<file path="src/rtl/stip_pkg.sv">
package stip_pkg;
    localparam int PIX_W  = 20;
    localparam int MASK_W = 32;
    localparam int ADDR_W = PIX_W + 3;
    localparam int IDX_W  = $clog2(MASK_W);
    localparam int LEN_W  = IDX_W + 1;

    typedef struct packed {
        logic              busy;
        logic [MASK_W-1:0] mask;
        logic [PIX_W-1:0]  base;
        logic [31:0]       colour;
        logic              raw;
        logic              deep;
        logic              dirty;
    } stip_state_t;
endpackage

</file>
<file path="src/rtl/stip_lead_one.sv">
module stip_lead_one #(
    parameter int W   = 32,
    parameter int IW  = $clog2(W)
) (
    input  logic [W-1:0]  vec,
    output logic [IW-1:0] idx,
    output logic [W-1:0]  hit
);
    // idx counts from the MSB: bit W-1 gives 0
    always_comb begin
        idx = '0;
        hit = '0;
        for (int i = 0; i < W; i++) begin
            if (vec[i]) begin
                idx = IW'(W - 1 - i);
                hit = '0;
                hit[i] = 1'b1;
            end
        end
    end
endmodule

</file>
<file path="src/rtl/stip_plane_fmt.sv">
module stip_plane_fmt (
    input  logic        en,
    input  logic        deep,
    input  logic        raw,
    input  logic [31:0] colour,
    output logic        p8_we,
    output logic [7:0]  p8_data,
    output logic        p24_we,
    output logic [31:0] p24_data,
    output logic        pc_we,
    output logic [31:0] pc_data
);
    logic [31:0] swapped;

    for (genvar b = 0; b < 4; b++) begin : g_swap
        assign swapped[8*b +: 8] = colour[8*(3-b) +: 8];
    end

    assign p8_we    = en;
    assign p8_data  = colour[7:0];
    assign p24_we   = en & deep;
    assign p24_data = swapped;
    assign pc_we    = en & deep & raw;
    assign pc_data  = swapped;
endmodule

</file>
<file path="src/rtl/stipple_writer.sv">
module stipple_writer
    import stip_pkg::*;
(
    input  logic              clk,
    input  logic              rst_n,
    input  logic              bus_valid,
    input  logic              bus_wide,
    input  logic [ADDR_W-1:0] bus_addr,
    input  logic [63:0]       bus_wdata,
    input  logic              raw_sel,
    input  logic              deep_mode,
    output logic              bus_ready,
    output logic [31:0]       rd_data,
    output logic              busy,
    output logic [PIX_W-1:0]  px_addr,
    output logic              p8_we,
    output logic [7:0]        p8_data,
    output logic              p24_we,
    output logic [31:0]       p24_data,
    output logic              pc_we,
    output logic [31:0]       pc_data,
    output logic              dirty_vld,
    output logic [PIX_W-1:0]  dirty_start,
    output logic [LEN_W-1:0]  dirty_len
);
    stip_state_t st_q, st_d;

    logic [IDX_W-1:0]  lead_idx;
    logic [MASK_W-1:0] lead_hit;
    logic              accept, colour_hit, cmd_hit;

    stip_lead_one #(.W(MASK_W), .IW(IDX_W)) u_lead (
        .vec (st_q.mask),
        .idx (lead_idx),
        .hit (lead_hit)
    );

    assign bus_ready  = ~st_q.busy;
    assign accept     = bus_valid & bus_ready;
    assign colour_hit = accept & (bus_wide | ~bus_addr[2]);
    assign cmd_hit    = accept & (bus_wide |  bus_addr[2]);

    always_comb begin
        st_d       = st_q;
        st_d.dirty = 1'b0;
        if (st_q.busy) begin
            st_d.mask = st_q.mask & ~lead_hit;
            if ((st_q.mask & ~lead_hit) == '0) begin
                st_d.busy  = 1'b0;
                st_d.dirty = 1'b1;
            end
        end
        if (colour_hit) begin
            st_d.colour = bus_wide ? bus_wdata[63:32] : bus_wdata[31:0];
        end
        if (cmd_hit) begin
            st_d.base  = bus_addr[ADDR_W-1:3];
            st_d.mask  = bus_wdata[MASK_W-1:0];
            st_d.raw   = raw_sel;
            st_d.deep  = deep_mode;
            st_d.busy  = |bus_wdata[MASK_W-1:0];
            st_d.dirty = ~|bus_wdata[MASK_W-1:0];
        end
    end

    always_ff @(posedge clk) begin
        if (!rst_n) begin
            st_q <= '0;
        end else begin
            st_q <= st_d;
        end
    end

    stip_plane_fmt u_fmt (
        .en       (st_q.busy),
        .deep     (st_q.deep),
        .raw      (st_q.raw),
        .colour   (st_q.colour),
        .p8_we    (p8_we),
        .p8_data  (p8_data),
        .p24_we   (p24_we),
        .p24_data (p24_data),
        .pc_we    (pc_we),
        .pc_data  (pc_data)
    );

    assign px_addr     = st_q.base + PIX_W'(lead_idx);
    assign busy        = st_q.busy;
    assign rd_data     = '0;
    assign dirty_vld   = st_q.dirty;
    assign dirty_start = st_q.base;
    assign dirty_len   = LEN_W'(MASK_W);

    // each busy cycle retires exactly one mask bit
    assert_one_bit_per_cycle_R3: assert property (@(posedge clk) disable iff (!rst_n)
        (st_q.busy && $countones(st_q.mask) > 1) |=>
            ($countones(st_q.mask) == $past($countones(st_q.mask)) - 1));

    assert_busy_has_work_R3: assert property (@(posedge clk) disable iff (!rst_n)
        st_q.busy |-> (st_q.mask != '0));

    assert_colour_held_R9: assert property (@(posedge clk) disable iff (!rst_n)
        (bus_valid && st_q.busy) |=> $stable(st_q.colour));

    assert_strobe_on_finish_R10: assert property (@(posedge clk) disable iff (!rst_n)
        $fell(st_q.busy) |-> dirty_vld);

    assert_direct_needs_8bit_R5: assert property (@(posedge clk) disable iff (!rst_n)
        p24_we |-> p8_we);

    assert_ctrl_needs_direct_R6: assert property (@(posedge clk) disable iff (!rst_n)
        pc_we |-> p24_we);

    assert_read_zero_R7: assert property (@(posedge clk) disable iff (!rst_n)
        rd_data == 32'd0);
endmodule

</file>
<file path="config.mk">
export PLATFORM = sky130hd
export DESIGN_NAME = stipple_writer
export DESIGN_NICKNAME = d
export VERILOG_FILES = /design/src/rtl/stip_pkg.sv /design/src/rtl/stip_lead_one.sv /design/src/rtl/stip_plane_fmt.sv /design/src/rtl/stipple_writer.sv
export SDC_FILE = /design/constraint.sdc
export NUM_CORES = 1
export LEC_CHECK = 0
export CAP_MARGIN = 15
export CORE_MARGIN = 3
export CORE_UTILIZATION = 43
export DETAILED_ROUTE_END_ITERATION = 8
export HOLD_SLACK_MARGIN = 0.08
export PLACE_DENSITY = 0.9
export SLEW_MARGIN = 20
export SYNTH_ARGS = -nofsm -noshare
export SYNTH_HDL_FRONTEND = slang
export SYNTH_HIERARCHICAL = 1
export SYNTH_SLANG_ARGS = --single-unit
</file>
<file path="constraint.sdc">
create_clock -name clk -period 5.3 [get_ports clk]
set_input_delay 1.59 -clock clk [delete_from_list [all_inputs] [get_ports clk]]
set_output_delay 1.59 -clock clk [all_outputs]
set_load 0.1 [all_outputs]
</file>
## Word-level counts from Yosys, hierarchy flattened

Index checks and enable logic that the tools add are counted.

| storage, ports and cells | value |
|---|---|
| latch bits | 0 |
| memories | 0 |
| output and inout port bits | 156 |
| bits in read-only memories | 0 |
| bits in registers | 88 |
| RAM bits | 0 |
| word-level logic and storage cells | 94 |

| operators by class | value |
|---|---|
| add/subtract/negate cells | 1 |
| bitwise operators | 11 |
| muxes and demuxes | 71 |
| reductions and logical operators | 4 |
| multipliers | 0 |
| eq/ne operators | 0 |
| shift-type cells | 0 |
| order comparisons | 0 |
| div/mod/pow operators | 0 |

Operators with widths:

| operator | number |
|---|---|
| $mux 5 | 33 |
| $mux 32 | 2 |
| $mux 53 | 1 |
| $mux 33 | 1 |
| $and 32x32->32 | 1 |
| $logic_not 32->1 | 1 |
| $not 32->32 | 1 |
| $reduce_or 32->1 | 1 |
| $mux 31 | 1 |
| $mux 30 | 1 |
| $mux 29 | 1 |
| $mux 28 | 1 |
| $mux 27 | 1 |
| $mux 26 | 1 |
| $mux 25 | 1 |
| $mux 24 | 1 |
| $mux 23 | 1 |
| $mux 22 | 1 |
| $mux 21 | 1 |
| $add 20x5->20 | 1 |
| $mux 20 | 1 |
| $mux 19 | 1 |
| $mux 18 | 1 |
| $mux 17 | 1 |
| other kinds (20) | 30 |

## Logic depth before layout (Yosys ltp)

Gate-level depths: netlist of run 1.

| depth | value |
|---|---|
| depth after elaboration | 38 |
| gate-level depth with buffers | 13 |

## Modules after synthesis

The synthesis of run 1 kept the hierarchy.

By module, submodules not included:

| module | instances | area an instance (µm²) | cells each |
|---|---|---|---|
| stipple_writer | 1 | 5073.6 | 614 |
| stip_lead_one | 1 | 818.3 | 117 |
| stip_plane_fmt | 1 | 560.5 | 75 |

## Least setup slack after synthesis of run 1

OpenSTA, ideal clock, no wires.

| path | value |
|---|---|
| path kind | register to output |
| from | register st_q[82] (netlist name) |
| to | output px_addr[6] |
| stages on the path, launching flop included | 13 |
| data arrival time | 4.125 ns |
| data required time | 3.710 ns |
| setup slack | -0.415 ns |
| cells stage by stage | dfxtp_1 or3_1 a2111oi_0 o311ai_0 o211ai_1 ha_1 inv_1 fa_1 nor2b_1 o21a_1 o21a_1 o21ai_0 xnor2_1 |

| on the way | value |
|---|---|
| cells in the longest elaborated chain, start to end | 6 |

RTL lines:

| what | line | RTL |
|---|---|---|
| from (decl) | stipple_writer.sv:26 | `stip_state_t st_q, st_d;` |
| from (signal assigned) | stipple_writer.sv:70 | `st_q <= st_d;` |
| $mux 5 (5 in a row) | stip_lead_one.sv:14 | `if (vec[i]) begin` |
| via lead_idx[0] | stipple_writer.sv:28 | `logic [IDX_W-1:0] lead_idx;` |
| $add 20x5->20 | stipple_writer.sv:87 | `assign px_addr = st_q.base + PIX_W'(lead_idx);` |
| to (decl) | stipple_writer.sv:15 | `output logic [PIX_W-1:0] px_addr,` |

The timed path passes the listed nets, and every way through them passes these cells.

## Final worst setup path of run 1

| path | value |
|---|---|
| from | register st_q[76] (netlist name) |
| to | output px_addr[17] |

| on the way | value |
|---|---|
| cells in the longest elaborated chain, start to end | 12 |

RTL lines:

| what | line |
|---|---|
| $mux 5 (11 in a row) | stip_lead_one.sv:14 |
| via lead_idx[4] | stipple_writer.sv:28 |
| $add 20x5->20 | stipple_writer.sv:87 |

The timed path passes the listed nets, and every way through them passes these cells.

==> results of run 1 <==
## final cells by class
| cell class | count | area, µm² |
|---|---|---|
| repair buffers | 216 | 2280 |
| inverters | 24 | 90.1 |
| flip-flops and latches | 88 | 1760 |
| well taps | 184 | 230 |
| fillers | 1286 | 6230 |
| clock inverters | 3 | 43.8 |
| multi-input cells | 560 | 3710 |
| clock buffers | 11 | 243 |
## worst paths after layout
kind / cells past startpoint / end / slack, ns / start
worst max-delay path: 11 / px_addr[17] / 0.20 / st_q[76]
worst min register to register: 2 / st_q[2] / 0.47 / st_q[2]
worst max register to register: 9 / busy / 2.30 / st_q[86]
worst min-delay path: 2 / st_q[2] / 0.47 / st_q[2]
## cell families after synthesis
logic type / Yosys count / share of synthesized area (%)
AOI/OAI and AO/OA: 165 / 19.4
xor gates and xnor gates: 17 / 2.31
adders and majority gates: 6 / 1.28
buffers and inverters: 194 / 19.7
DFF: 88 / 27.3
muxes: 32 / 4.96
other: 2 / 0.116
and+or+nand+nor: 302 / 25.0
## flip-flops by register name, summed over array words and instances, names as in the netlist
name         count
busy             1
st_q            66
dirty_start     20
dirty_vld        1
## metrics by stage
step | TNS, ns | util, % | instance area [µm²] | cells | hold slack, ns
after detailed placement | 0 | 54.9 | 8010 | 1071 | 0.465
after CTS | 0 | 56.9 | 8310 | 1085 | 0.474
after global placement | 0 | 54.9 | 8010 | 1071 | 0.458
after global routing | -0.0298 | 57.3 | 8360 | 1086 | 0.501
after floorplan | -0.00502 | - | 6680 | 842 | 0.439
final | 0 | 57.3 | 8360 | 1086 | 0.471
## placed cells by master, fill, tap and decap left out, types with 4 or more instances in the layout
| cell | synthesis | final |
|---|---|---|
| clkdlybuf4s50_1 | 0 | 185 |
| nand2_1 | 118 | 118 |
| dfxtp_1 | 88 | 88 |
| nor2_1 | 61 | 59 |
| a21boi_0 | 43 | 43 |
| conb_1 | 2 | 38 |
| o21ai_0 | 35 | 34 |
| mux2i_1 | 32 | 32 |
| o211a_1 | 32 | 32 |
| nand2b_1 | 29 | 29 |
| inv_1 | 24 | 24 |
| nor4_1 | 17 | 17 |
| buf_12 | 0 | 16 |
| buf_4 | 133 | 13 |
| a21boi_1 | 11 | 11 |
| o2111ai_1 | 9 | 9 |
| clkbuf_16 | 0 | 9 |
| and3_1 | 9 | 8 |
| nor3_1 | 7 | 7 |
| a21oi_1 | 7 | 7 |
| xor2_2 | 0 | 6 |
| xnor2_2 | 0 | 6 |
| nor2b_1 | 7 | 6 |
| and2_1 | 6 | 6 |
| nor4_2 | 5 | 5 |
| nor2_2 | 4 | 5 |
| nand4_1 | 4 | 4 |
| nand3_1 | 4 | 4 |
| o31ai_1 | 4 | 4 |
| nor4b_2 | 4 | 4 |
## power by group through the flow
stage / combinational, µW / clock [µW] / sequential, µW
final: 1480 / 636 / 786
after detailed placement: 1470 / 0 / 798
after CTS: 1470 / 650 / 784
after global placement: 1450 / 0 / 795
after global routing: 1540 / 680 / 795
after floorplan: 1230 / 0 / 787
## repair_timing
action,in CTS,in global routing
buffers inserted,0,1
pin swaps,1,3
endpoints found under the setup margin,7,13
resized for setup,2,13
hold endpoints to repair,0,0
## layer usage
metal	wire, µm	global-route usage [%]	vias up	share of wire, %
li1	-	-	2798	-
met4	395	7.16	0	2.3
met3	988	4.19	32	5.9
met2	8230	31.9	216	49
met1	7260	24.0	2717	43
met5	0	0	-	0
## critical path: stages (launching register included)
cell	delay, ns
dfxtp_1	0.40
or4_4	0.60
nor2_2	0.19
nand2_1	0.19
a21oi_1	0.29
ha_1	0.35
nor2_1	0.10
o21ai_2	0.09
o2111ai_4	0.24
nor3_2	0.28
xor2_2	0.22
buf_12	0.20
==> impl_metrics.tcl, run 1 <==
set metrics [dict create \
    start_kind "flop" \
    worstPathArrival_ns 3.51 \
    core_um2 14600 \
    critical_path_class "flop to output port" \
    pre_cts_slack_ns 0.230 \
    p_sw_uw 1430 \
    p_leak_uw 0.00347 \
    ys_types 66 \
    period_share_pct 96.1 \
    antenna_found_initial 0 \
    final-hold-violation-count 0 \
    clkTransAtPathRegs_ns 0.06 \
    p_int_uw 1480 \
    drt_iter0_markers 359 \
    post-route-min-period_ns 5.10 \
    switching_share_pct 49.1 \
    setup_viol 0 \
    clock_latency_ns 0.35 \
    pin_count 249 \
    clockPowerShare_pct 21.9 \
    maxCapViolations 0 \
    worst-slew-pin-transition_ns 1.02 \
    yosysWarningCount 6 \
    grt_usage_pct 19.1 \
    drtAntennaViolNets 0 \
    grt-ovfl-total 0 \
    max_freq_ghz 0.196 \
    required_ns 3.71 \
    die-area_um2 16500 \
    synth.area.top_cells "dfxtp_1 (27%), buf_4 (15%), nand2_1 (6.9%), a21boi_0 (5.0%), mux2i_1 (5.0%)" \
    totalWireLength_um 16900 \
    synth_top_area_share_pct 27.3 \
    cts_hold_buffers 0 \
    power_uw 2900 \
    synth_common_cells "buf_4 (133), nand2_1 (118), dfxtp_1 (88)" \
    place_hpwl_um 12700 \
    syn_inst 806 \
    avgRoutedWirePerCell_um 15.5 \
    hold_class "flop to flop" \
    drc 0 \
    diodes 0 \
    synth_top_cell_by_area "dfxtp_1" \
    critPathCaptureType "output port" \
    seqPwrFrac_pct 27.1 \
    clockBufferDepth 2 \
    grt_pass1_wl_um 25800 \
    via_count 5763 \
    clock_sinks 88 \
    yosysMostFrequentCell "buf_4" \
    fin_skew_ns 0.00666 \
    max-vdd-ir-drop_mv 0.249 \
    fp.dieW_um 128 \
    synthArstFlopShare_pct 0 \
    synth_edf_count 0 \
    num_rows 44 \
    die_h_um 128 \
    drive_gt1_share_pct 10.5 \
    synth_seq_cells 88 \
    portBuffers 208 \
    cts_buffers 9 \
    synth_area_um2 6450 \
    gp_congestion 0.887 \
    grt_max_degree 57 \
    status "finished, final reports clean" \
    cts-root-buf "clkbuf_16" \
    htree_levels 3 \
    ys_seq_area_share_pct 27.3 \
    fin_nets 998 \
    drv_slew 0 \
    synth_ff_type "dfxtp_1" \
    worstPathMaxFanout 8 \
    cts_tree "done" \
    area_delta_synth_final_pct 29.6 \
    combPwrFrac_pct 51.0 \
    cellPowerDensity_nw_per_um2 347 \
    first_pass_iters 5 \
    grt_pass1_vias 5262 \
    syn_avg_cell_area_um2 8.01 \
    layout_setup_ws_ns 0.204 \
    slew_headroom_pct 31.8 \
    vias_per_cell 5.31 \
    initial_core_util_pct 44.2 \
]
Note: power is estimated with default switching activity, not from simulation.
==> run 2, diff against run 1 <==
--- a/config.mk
+++ b/config.mk
@@ -8,6 +8,7 @@
 export CAP_MARGIN = 15
 export CORE_MARGIN = 3
 export CORE_UTILIZATION = 43
+export CTS_BUF_LIST = sky130_fd_sc_hd__clkbuf_4
 export DETAILED_ROUTE_END_ITERATION = 8
 export HOLD_SLACK_MARGIN = 0.08
 export PLACE_DENSITY = 0.9
==> impl_metrics.tcl, run 2 (synthesis gave the netlist of run 1 again) <==
set metrics [dict create \
    hold_class "flop to flop" \
    grt_max_degree 57 \
    antenna_found_initial 0 \
    clockBufferDepth 2 \
    period_share_pct 97.1 \
    regMostFlops "st_q" \
    cts_tree "done" \
    core_um2 14600 \
    slowest_stage "or4_4" \
    gp_congestion 0.887 \
    status "finished, final reports clean" \
    final_area_um2 8310 \
    drc 0 \
    drive_gt1_share_pct 13.6 \
    fin_skew_ns 0.0158 \
    hp-start "st_q[2]" \
    num_rows 44 \
    worst-slew-pin-transition_ns 0.994 \
    clock_sinks 88 \
    power_uw 2660 \
    max-vdd-ir-drop_mv 0.188 \
    p_leak_uw 0.00345 \
    max_freq_ghz 0.194 \
    required_ns 3.71 \
    fin_nets 1002 \
    clkTransAtPathRegs_ns 0.14 \
    die_h_um 128 \
    critPathCaptureType "output port" \
    final_cell_mix "clkdlybuf4s50_1 (185), nand2_1 (118), dfxtp_1 (76)" \
    placed_area_um2 8010 \
    grt_pass1_wl_um 26000 \
    whs_ns 0.481 \
    cpPeakStageDelay_ns 0.60 \
    area_delta_synth_final_pct 28.8 \
    largest_reg_flops 66 \
    drv_slew 0 \
    cts-root-buf "clkbuf_4" \
    final_cells 1090 \
    grt_usage_pct 19.2 \
    startpoint "st_q[76]" \
    mostFrequentLayoutCell "clkdlybuf4s50_1" \
    cellPowerDensity_nw_per_um2 320 \
    grt_setup_unrepaired "yes" \
    via_count 5814 \
    numPlacedInstances 1071 \
    worstPathCellList "or4_4, nor2_2, nand2_1, a21oi_2, ha_2, nor2_1, o21ai_2, o2111ai_4, nor3_2, xor2_2, buf_12" \
    die-area_um2 16500 \
    critical_path_class "flop to output port" \
    clock_latency_ns 0.46 \
    first_pass_iters 5 \
    grt-ovfl-total 0 \
    diodes 0 \
    timing.rr.start "st_q[76]" \
    drt_iter0_markers 393 \
    avgRoutedWirePerCell_um 15.6 \
    htree_levels 3 \
    pin_count 249 \
    cts_hold_buffers 0 \
    setup_viol 0 \
    fin_util_pct 57.0 \
    vias_per_cell 5.33 \
    worstPathMaxFanout 8 \
    worstPathArrival_ns 3.55 \
    place_hpwl_um 12700 \
    totalWireLength_um 17000 \
    maxCapViolations 0 \
    post-route-min-period_ns 5.14 \
    start_kind "flop" \
    slew_headroom_pct 33.6 \
    initial_core_util_pct 44.2 \
    fp.dieW_um 128 \
    final-hold-violation-count 0 \
    cts_buffers 9 \
    portBuffers 208 \
    grt_pass1_vias 5308 \
    drtAntennaViolNets 0 \
]
run 2: changes by cell type in the layout (fill, tap and decap cells not counted), sizes merged:
cell,change
buf,+4
clkinv,+1
clkbuf,-1
run 2: final timing paths:
path	end	slack, ns	cells after the start
worst max register to register	busy	2.23	9
worst min register to register	st_q[2]	0.48	2
worst max-delay path	px_addr[17]	0.16	11
worst min-delay path	st_q[2]	0.48	2
run 2: what timing repair did:
action,CTS,global route
pin swaps,3,15
resized for setup,13,30
setup endpoints to repair,12,13
setup buffers,1,4
hold endpoints to repair,0,0
run 2: layout make-up:
cell class / instances / area [µm²]
clock inverter: 4 / 47.5
sequential: 88 / 1780
fill: 1274 / 6280
multi-input combinational: 560 / 3780
tap: 184 / 230
clock buffer: 10 / 75.1
timing repair buffer: 220 / 2310
inverter: 24 / 90.1
run 2: metal layers:
metal	track usage, %	wire length, µm	vias up	share of wire (%)
li1	-	-	2800	-
met4	7.84	449	0	2.6
met5	0	0	-	0
met1	24.2	7160	2739	42
met3	4.32	1110	39	6.5
met2	32.0	8320	236	49
run 2: worst max-delay path, delay by kind of cell (launching register included):
kind	cells	cell delay, ns
simple gates	5	1.37
compound gates	3	0.59
flops	1	0.43
fa+ha+maj	1	0.29
xor+xnor	1	0.22
buf+inv	1	0.20
run 2: metrics by stage:
stage,worst slack [ns],setup TNS (ns)
floorplan,-0.00251,-0.00502
global placement,0.330,0
detailed placement,0.230,0
CTS,0.0168,0
global route,-0.0152,-0.0246
finish,0.156,0
run 2: report_power, final:
part	leakage, µW	internal (µW)	switching (µW)
Combinational	0.00265	399	1100
Clock	0.0000697	143	229
Sequential	0.000729	715	72.2
Total	0.00345	1260	1400
==> run 3, diff against run 2 <==
--- a/config.mk
+++ b/config.mk
@@ -5,6 +5,7 @@
 export SDC_FILE = /design/constraint.sdc
 export NUM_CORES = 1
 export LEC_CHECK = 0
+export ABC_AREA = 0
 export CAP_MARGIN = 15
 export CORE_MARGIN = 3
 export CORE_UTILIZATION = 43
==> results of run 3 <==
No change in the layout: final DEF, timing and power equal those of run 2.
